--- src/rtl/cbox_pkg.sv ---
package cbox_pkg;
  localparam int CB_TRACK_W_DEF = 4;
  localparam int CB_PINS_DEF    = 2;

  // code = {group index, channel}; channel 0 is trk_a, 1 is trk_b
  function automatic int cb_sel_width(input int track_w, input int pins);
    return 1 + $clog2(track_w / pins);
  endfunction
endpackage

--- src/rtl/cbox_rst_sync.sv ---
module cbox_rst_sync (
  input  logic clk,
  input  logic rst_n,
  output logic rst_sync_n
);
  logic [1:0] sync_q;
  logic [1:0] sync_d;

  always_comb begin
    sync_d = {sync_q[0], 1'b1};
  end

  always_ff @(posedge clk or negedge rst_n) begin
    if (!rst_n) sync_q <= 2'b00;
    else        sync_q <= sync_d;
  end

  assign rst_sync_n = sync_q[1];
endmodule

--- src/rtl/cbox_cfg_chain.sv ---
module cbox_cfg_chain #(
  parameter int LEN = 4
) (
  input  logic           clk,
  input  logic           rst_n,
  input  logic           shift_en,
  input  logic           din,
  output logic [LEN-1:0] bits_q,
  output logic           dout
);
  logic [LEN-1:0] bits_d;

  // newest bit at index 0, oldest at LEN-1
  always_comb begin
    bits_d = {bits_q[LEN-2:0], din};
  end

  always_ff @(posedge clk or negedge rst_n) begin
    if (!rst_n)        bits_q <= '0;
    else if (shift_en) bits_q <= bits_d;
  end

  assign dout = bits_q[LEN-1];
endmodule

--- src/rtl/cbox_pin_mux.sv ---
module cbox_pin_mux #(
  parameter int TRACK_W  = 4,
  parameter int NUM_PINS = 2,
  parameter int PIN      = 0,
  parameter int SEL_W    = 2
) (
  input  logic [TRACK_W-1:0] trk_a,
  input  logic [TRACK_W-1:0] trk_b,
  input  logic [SEL_W-1:0]   sel,
  output logic               pin
);
  localparam int GROUPS = TRACK_W / NUM_PINS;
  localparam int NCAND  = 2 * GROUPS;

  logic [NCAND-1:0] cand;

  // candidate 2g is channel a, 2g+1 channel b, both at wire PIN + NUM_PINS*g
  for (genvar g = 0; g < GROUPS; g++) begin : g_cand
    assign cand[2*g]   = trk_a[PIN + NUM_PINS*g];
    assign cand[2*g+1] = trk_b[PIN + NUM_PINS*g];
  end

  assign pin = cand[sel];
endmodule

--- src/rtl/cbox_route.sv ---
module cbox_route #(
  parameter int TRACK_W  = cbox_pkg::CB_TRACK_W_DEF,
  parameter int NUM_PINS = cbox_pkg::CB_PINS_DEF
) (
  input  logic                scan_clk,
  input  logic                rst_n,
  input  logic                scan_enable,
  input  logic                scan_in,
  output logic                scan_out,
  input  logic [TRACK_W-1:0]  trk_a,
  input  logic [TRACK_W-1:0]  trk_b,
  output logic [NUM_PINS-1:0] pin_o
);
  localparam int SEL_W = cbox_pkg::cb_sel_width(TRACK_W, NUM_PINS);
  localparam int CHAIN = NUM_PINS * SEL_W;

  logic             rst_sync_n;
  logic [CHAIN-1:0] cfg_q;

  cbox_rst_sync u_rst (
    .clk        (scan_clk),
    .rst_n      (rst_n),
    .rst_sync_n (rst_sync_n)
  );

  cbox_cfg_chain #(.LEN(CHAIN)) u_chain (
    .clk      (scan_clk),
    .rst_n    (rst_sync_n),
    .shift_en (scan_enable),
    .din      (scan_in),
    .bits_q   (cfg_q),
    .dout     (scan_out)
  );

  // field of pin p: cfg_q[p*SEL_W] is its MSB, cfg_q[p*SEL_W+SEL_W-1] its LSB
  for (genvar p = 0; p < NUM_PINS; p++) begin : g_pin
    logic [SEL_W-1:0] sel;
    for (genvar b = 0; b < SEL_W; b++) begin : g_bit
      assign sel[SEL_W-1-b] = cfg_q[p*SEL_W + b];
    end
    cbox_pin_mux #(
      .TRACK_W  (TRACK_W),
      .NUM_PINS (NUM_PINS),
      .PIN      (p),
      .SEL_W    (SEL_W)
    ) u_mux (
      .trk_a (trk_a),
      .trk_b (trk_b),
      .sel   (sel),
      .pin   (pin_o[p])
    );
  end
endmodule

--- config.mk ---
export PLATFORM = sky130hd
export DESIGN_NAME = cbox_route
export DESIGN_NICKNAME = d
export VERILOG_FILES = /design/src/rtl/cbox_pkg.sv /design/src/rtl/cbox_rst_sync.sv /design/src/rtl/cbox_cfg_chain.sv /design/src/rtl/cbox_pin_mux.sv /design/src/rtl/cbox_route.sv
export SDC_FILE = /design/constraint.sdc
export NUM_CORES = 1
export LEC_CHECK = 0
export ABC_AREA = 1
export BUFFER_PORTS_ARGS = -buffer_cell sky130_fd_sc_hd__buf_2
export CORE_AREA = 2 2 39 41
export CTS_CLUSTER_DIAMETER = 50
export DETAILED_ROUTE_END_ITERATION = 8
export DIE_AREA = 0 0 41 43
export GPL_ROUTABILITY_DRIVEN = 0
export HOLD_SLACK_MARGIN = 0.02
export PLACE_DENSITY = 0.45
export SLEW_MARGIN = 20
export SYNTH_ARGS = -nofsm -noshare
export SYNTH_HDL_FRONTEND = slang
export SYNTH_HIERARCHICAL = 1
export SYNTH_SLANG_ARGS = --single-unit
--- constraint.sdc ---
create_clock -name scan_clk -period 1.1 [get_ports scan_clk]
set_clock_uncertainty 0.15 [all_clocks]
set_input_delay 0.22 -clock scan_clk [delete_from_list [all_inputs] [get_ports scan_clk]]
set_output_delay 0.22 -clock scan_clk [all_outputs]
set_load 0.01 [all_outputs]
After elaboration in Yosys (flattened, before gate mapping)
Index checks and enable logic that the tools add are counted.
- output and inout bits: 3
- word-level logic and storage cells: 8
- flip-flop bits (word level): 6
- order comparisons: 2
- muxes and demuxes: 4
- operators by type and width (kind ; count):
    < comparator 2 x 3 -> 1 bit, second input constant ; 2
    binary-select mux 1 bit (select 2 bit) ; 2
    2-to-1 mux 1 bit ; 2

Logic depth before layout (Yosys ltp)
Gate-level depths: netlist (run 1).
- depth after elaboration: 2
- mapped depth: 5
- depth with buffers taken out: 4

Cells and area by module
The synthesis (run 1) kept the hierarchy.
- modules (own cells, without submodules) (module ; area each (um^2) ; sequential area each (um^2) ; times used ; cells an instance):
    cbox_cfg_chain ; 156.4 ; 100.1 ; 1 ; 18
    cbox_pin_mux ; 51.3 ; 0.0 ; 2 ; 13
    cbox_rst_sync ; 53.8 ; 50.0 ; 1 ; 3

Worst setup path after synthesis (run 1)
OpenSTA, ideal clock, no wires.
- path type: flip-flop to output port
- start point: register u_chain.bits_q[3]
- end point: output port pin_o[1]
- path buffers: 1
- path slack: -55 ps
- arrival time: 785 ps
- stages on the path, launching flop included: 6
- path through: dfrtp_1 -> buf_4 -> inv_1 -> nand2_1 -> nand3_1 -> nand2_1
- longest elaborated chain between the ends: 2
- RTL lines (what ; line ; source):
    start: declaration ; cbox_cfg_chain.sv:8 ; output logic [LEN-1:0] bits_q,
    start signal: assignment ; cbox_cfg_chain.sv:20 ; else if (shift_en) bits_q <= bits_d;
    binary-select mux 1 bit (select 2 bit) ; cbox_pin_mux.sv:23 ; assign pin = cand[sel];
    2-to-1 mux 1 bit (not written as such) ; cbox_pin_mux.sv:23 ;
    end: declaration ; cbox_route.sv:12 ; output logic [NUM_PINS-1:0] pin_o
Every way passes these cells. The select of a mux whose other input is x is not followed.

Worst setup path in the final report (run 1)
Same ends and word-level chain as after synthesis.

==> results of run 1 <==
==> cell families (layout without fill, tap and decap cells) <==
logic type / after synthesis / in the layout / synth area share [%]
flip-flops: 6 / 6 / 48.0
buffers and inverters: 14 / 36 / 18.0
other: 1 / 1 / 1.20
AND/OR/NAND/NOR: 26 / 26 / 32.8
==> metrics by stage <==
step / hold slack, ns / util [%] / cell area (µm²)
2_1_floorplan: -0.226 / - / 319
3_3_place_gp: -0.144 / 30.4 / 420
3_5_place_dp: -0.144 / 30.4 / 420
4_1_cts: 0.0228 / 33.9 / 469
5_1_grt: 0.0399 / 34.8 / 482
6_report: 0.0271 / 34.8 / 482
==> state kept, by name (all words and copies together) (netlist names) <==
register        cells
u_chain/bits_q      4
u_rst/sync_q        2
==> cell usage in the layout (no fill, tap or decap) <==
master / synthesis / final
nand2_1: 22 / 21
buf_2: 0 / 13
inv_1: 12 / 10
dfrtp_1: 6 / 6
buf_4: 1 / 4
clkbuf_4: 0 / 3
inv_2: 1 / 3
nand3_1: 4 / 3
dlygate4sd3_1: 0 / 2
nand3_2: 0 / 1
nand2_2: 0 / 1
buf_6: 0 / 1
conb_1: 1 / 1
==> metal layers <==
metal | share of wire [%] | routed length (µm)
met2 | 46 | 263
met5 | 0 | 0
met3 | 7.5 | 43
met4 | 0 | 0
met1 | 47 | 266
==> cell type report <==
| cell class | count | area [µm²] | share of cell area, % |
|---|---|---|---|
| flip-flops and latches | 6 | 150 | 31.2 |
| inverters | 13 | 48.8 | 10.1 |
| well taps | 16 | 20.0 | 4.16 |
| multi-input cells | 27 | 114 | 23.6 |
| clock buffers | 3 | 22.5 | 4.68 |
| repair buffers | 20 | 126 | 26.2 |
==> final timing paths <==
| check | end | slack [ns] | cells past startpoint | startpoint |
|---|---|---|---|---|
| max in group asynchronous | u_chain/bits_q[3] | 0.17 | 1 | u_rst/sync_q[1] |
| hold reg to reg | u_rst/sync_q[1] | 0.20 | 0 | u_rst/sync_q[0] |
| min in group asynchronous | u_rst/sync_q[0] | 0.14 | 2 | rst_n |
| hold / removal | u_chain/bits_q[0] | 0.03 | 3 | scan_in |
| setup / recovery | pin_o[1] | -0.26 | 5 | u_chain/bits_q[3] |
| setup reg to reg | u_chain/bits_q[1] | 0.07 | 4 | u_chain/bits_q[1] |
==> tightest hold or removal path: cells and delay by family <==
family        cells  cell delay [ns]
buf+inv           1             0.07
simple gates      2             0.09
==> where the power goes <==
| part | switching, µW | internal (µW) | leakage (µW) | total, µW |
|---|---|---|---|---|
| Sequential | 18.4 | 242 | 0.0000737 | 261 |
| Combinational | 71.0 | 88.3 | 0.000219 | 159 |
| Clock | 80.8 | 124 | 0.0000138 | 204 |
==> repair_timing <==
action,4_1_cts,5_1_grt
pin swaps,1,1
setup buffers,0,1
hold buffers,2,0
gates resized for setup,1,2
setup endpoints to repair,3,3
endpoints found under the hold margin,6,0
==> flow_summary.json, run 1 <==
{
  "ys_warn_count": 6,
  "insertion_delay_ns": 0.24,
  "cap_violations": 0,
  "top_usage_layer": "met2",
  "drtIter0Drc": 2,
  "critPathBufInv": 2,
  "slew_violations": 0,
  "end_kind": "output pin",
  "grtUsageMet3_pct": 3.14,
  "setup.worst_path.class": "flip-flop to output pin",
  "post-place-ws_ns": -0.0214,
  "grt_pass1_vias": 248,
  "synthTopCellsByArea": "dfrtp_1, nand2_1, inv_1",
  "crit_family": "flip-flops",
  "pin_count": 15,
  "placedCellCount": 79,
  "crit_arrival_ns": 0.99,
  "layout_min_cycle_time_ns": 1.36,
  "grt_first_pass_wirelength_um": 869,
  "cellPowerDensity_mw_per_mm2": 1300,
  "antenna_found_initial": 0,
  "synth.most_common_cell": "nand2_1",
  "drive_gt1_share_pct": 37.7,
  "dieArea_mm2": 0.00176,
  "synthToLayoutAreaGrowth_pct": 54.0,
  "rsz0062_at_grt": "yes",
  "gr-usage-all-layers_pct": 7.72,
  "synthesis.area_um2": 313,
  "syn_inst": 47,
  "critPathRequiredTime_ns": 0.73,
  "first_pass_iters": 3,
  "dieWidth_um": 41,
  "cts.sinks": 6,
  "synth_edf_count": 0,
  "cp_cell_sequence": "inv_2, nand2_1, nand3_2, nand2_2, buf_6",
  "wl_per_cell_um": 6.73,
  "numCtsBuffers": 3,
  "grt_overflow": 0,
  "status": "finished, violations left",
  "io_buffers": 14,
  "antennaDiodeCount": 0,
  "clockBufferDepth": 2,
  "async_flop_share_pct": 100,
  "die_y_um": 43,
  "yosysTopAreaCellShare_pct": 48.0,
  "via_per_inst": 3.69,
  "crit_fanout": 4,
  "ys_seq_area_share_pct": 48.0,
  "rows": 14,
  "hold_class": "input port to flip-flop",
  "hold_viol": 0,
  "routed_wl_um": 572,
  "crit_slowest_cell": "dfrtp_1",
  "htree_levels": 1,
  "yosysTopAreaCell": "dfrtp_1",
  "final_nets": 83,
  "power.leakage_uw": 0.000306,
  "violations": "negative setup slack",
  "cpPeakStageDelay_ns": 0.41,
  "start_kind": "flip-flop",
  "instances_no_fill": 85,
  "ys_seq_elements": 6,
  "vias": 314,
  "yosysUniqueCellTypes": 7,
  "vdd_drop_max_uv": 630,
  "fp.coreArea_mm2": 0.00138,
  "finalSetupTns_ns": -0.708,
  "drc_errors": 0,
  "grt_use_met1_pct": 8.67,
  "ant_nets": 0,
  "fin_ws_ns": -0.263,
  "syn_nets": 59,
  "fmax_mhz": 733,
  "finalSetupViolations": 3,
  "nFillCells": 161,
  "post-route-period-util_pct": 124,
  "syn_avg_cell_area_um2": 6.66,
  "yosys-top-cells-count": "nand2_1, inv_1, dfrtp_1",
  "cts_root_buf": "clkbuf_4",
  "p_total_uw": 624,
  "start_util_pct": 22.6,
  "grt_max_degree": 6,
  "grt_use_met2_pct": 10.9,
  "clk_pin_slew_worst_paths_ns": 0.05,
  "tritoncts": "built",
  "synth_ff_type": "dfrtp_1"
}
(Power assumes the default switching activity.)
==> run 2: changes to the inputs <==
--- a/config.mk
+++ b/config.mk
@@ -8,10 +8,12 @@
 export ABC_AREA = 1
 export BUFFER_PORTS_ARGS = -buffer_cell sky130_fd_sc_hd__buf_2
 export CORE_AREA = 2 2 39 41
+export CTS_BUF_LIST = sky130_fd_sc_hd__clkbuf_8
 export CTS_CLUSTER_DIAMETER = 50
 export DETAILED_ROUTE_END_ITERATION = 8
 export DIE_AREA = 0 0 41 43
 export GPL_ROUTABILITY_DRIVEN = 0
+export GPL_TIMING_DRIVEN = 0
 export HOLD_SLACK_MARGIN = 0.02
 export PLACE_DENSITY = 0.45
 export SLEW_MARGIN = 20
==> run 2 against run 1 <==
Against the previous run: the flow still finishes with violations (negative setup slack); count of clock-buffer cells in the layout did not move; sequential share of layout area fell by 2.3 points; critical path depth rose by 1; sequential power barely moved; core utilization rose by 2.8 points; largest power group is now the clock network.
==> flow_summary.json, run 2 (same netlist as run 1, synthesis figures left out) <==
{
  "drtIter0Drc": 1,
  "start_util_pct": 22.6,
  "crit_arrival_ns": 1.04,
  "cts.sinks": 6,
  "top_usage_layer": "met2",
  "io_buffers": 14,
  "cts_root_buf": "clkbuf_8",
  "cpPeakStageDelay_ns": 0.37,
  "setup.worst_path.class": "flip-flop to output pin",
  "placedCellCount": 77,
  "final_common_cell": "nand2_1",
  "rsz0062_at_grt": "yes",
  "via_per_inst": 3.70,
  "cap_violations": 0,
  "status": "finished, violations left",
  "hold_viol": 0,
  "slew_violations": 0,
  "crit_fanout": 3,
  "violations": "negative setup slack",
  "drive_gt1_share_pct": 44.1,
  "regMostFlops": "u_chain/bits_q",
  "pin_count": 15,
  "dieArea_mm2": 0.00176,
  "multi_input_comb_area_um2": 129,
  "seq_area_um2": 150,
  "finalSetupViolations": 3,
  "clk_pin_slew_worst_paths_ns": 0.04,
  "grt_overflow": 0,
  "vdd_drop_max_uv": 773,
  "start_kind": "flip-flop",
  "grt_pass1_vias": 264,
  "layout_common_cells": "nand2_1, buf_2, inv_1, dfrtp_1, nand2_2",
  "nFillCells": 149,
  "vias": 311,
  "antenna_found_initial": 0,
  "grt_use_met2_pct": 12.2,
  "wl_per_cell_um": 7.17,
  "synthToLayoutAreaGrowth_pct": 66.4,
  "power.leakage_uw": 0.000316,
  "clockBufferDepth": 2,
  "cellPowerDensity_mw_per_mm2": 1470,
  "fmax_mhz": 711,
  "first_pass_iters": 2,
  "numCtsBuffers": 3,
  "antennaDiodeCount": 0,
  "final_nets": 82,
  "grt_max_degree": 6,
  "tritoncts": "built",
  "htree_levels": 1,
  "post-route-period-util_pct": 128,
  "fp.coreArea_mm2": 0.00138,
  "end_kind": "output pin",
  "hold_class": "input port to flip-flop",
  "insertion_delay_ns": 0.22,
  "die_y_um": 43,
  "ant_nets": 0,
  "layout_min_cycle_time_ns": 1.41,
  "grt_first_pass_wirelength_um": 910,
  "cp_cell_sequence": "buf_6, inv_4, nand2_2, nand3_2, nand2_2, buf_6",
  "critPathRequiredTime_ns": 0.73,
  "finalSetupTns_ns": -0.648,
  "dieWidth_um": 41,
  "routed_wl_um": 602,
  "drc_errors": 0,
  "fin_ws_ns": -0.306,
  "crit_slowest_cell": "dfrtp_1",
  "dp_hpwl_um": 405,
  "grt_use_met1_pct": 7.89,
  "largest_reg_flops": 4,
  "instances_no_fill": 84,
  "reg_top3": "u_chain/bits_q (4), u_rst/sync_q (2)",
  "gr-usage-all-layers_pct": 8.19,
  "grtUsageMet3_pct": 3.14,
  "rows": 14
}
[run 2: changes by cell type in the layout (fill, tap and decap cells not counted), sizes merged]
cell  delta
buf      -1
[run 2: cell type report]
type	instances	area share (%)
inverters	13	9.86
plain buffers	1	2.16
multi-input cells	27	24.8
flip-flops and latches	6	28.8
clock buffers	3	7.93
well taps	16	3.85
repair buffers	18	22.6
[run 2: what timing repair did]
item	4_1_cts	5_1_grt
hold endpoints to repair	6	0
setup endpoints to repair	3	3
gates resized for setup	3	7
pin swaps	3	1
hold buffers	2	0
setup buffers	2	0
[run 2: critical path, delay by kind of cell, from the launching register on]
family,cells,cell delay [ns]
and+or+nand+nor,3,0.14
DFF,1,0.37
buffers and inverters,3,0.29
[run 2: final timing paths]
path,end,slack [ns],start,cells after the start
min in group asynchronous,u_rst/sync_q[0],0.17,rst_n,2
max in group asynchronous,u_chain/bits_q[2],0.15,u_rst/sync_q[1],1
min,u_chain/bits_q[0],0.05,scan_in,3
max,pin_o[1],-0.31,u_chain/bits_q[3],6
max reg2reg,u_chain/bits_q[2],0.15,u_rst/sync_q[1],1
min reg2reg,u_rst/sync_q[1],0.20,u_rst/sync_q[0],0
[run 2: power by group]
group / switching [µW] / internal, µW
Sequential: 18.1 / 243
Clock: 86.4 / 234
Combinational: 83.4 / 99.3
[run 2: per-layer routing]
metal / share of wire, % / vias to the layer above
li1: - / 175
met1: 48 / 127
met4: 0 / 0
met3: 5.1 / 0
met2: 47 / 9
met5: 0 / -
[run 2: stage by stage]
step	hold WS, ns	utilization, %	setup WS, ns	area (µm²)	power [µW]
after floorplan	-0.226	-	-0.0284	319	342
after CTS	0.0470	36.3	-0.308	503	758
after global routing	0.0800	37.6	-0.356	520	817
after detailed placement	-0.142	29.6	-0.109	409	391
after global placement	-0.144	29.6	-0.109	409	392
final	0.0515	37.6	-0.306	520	764
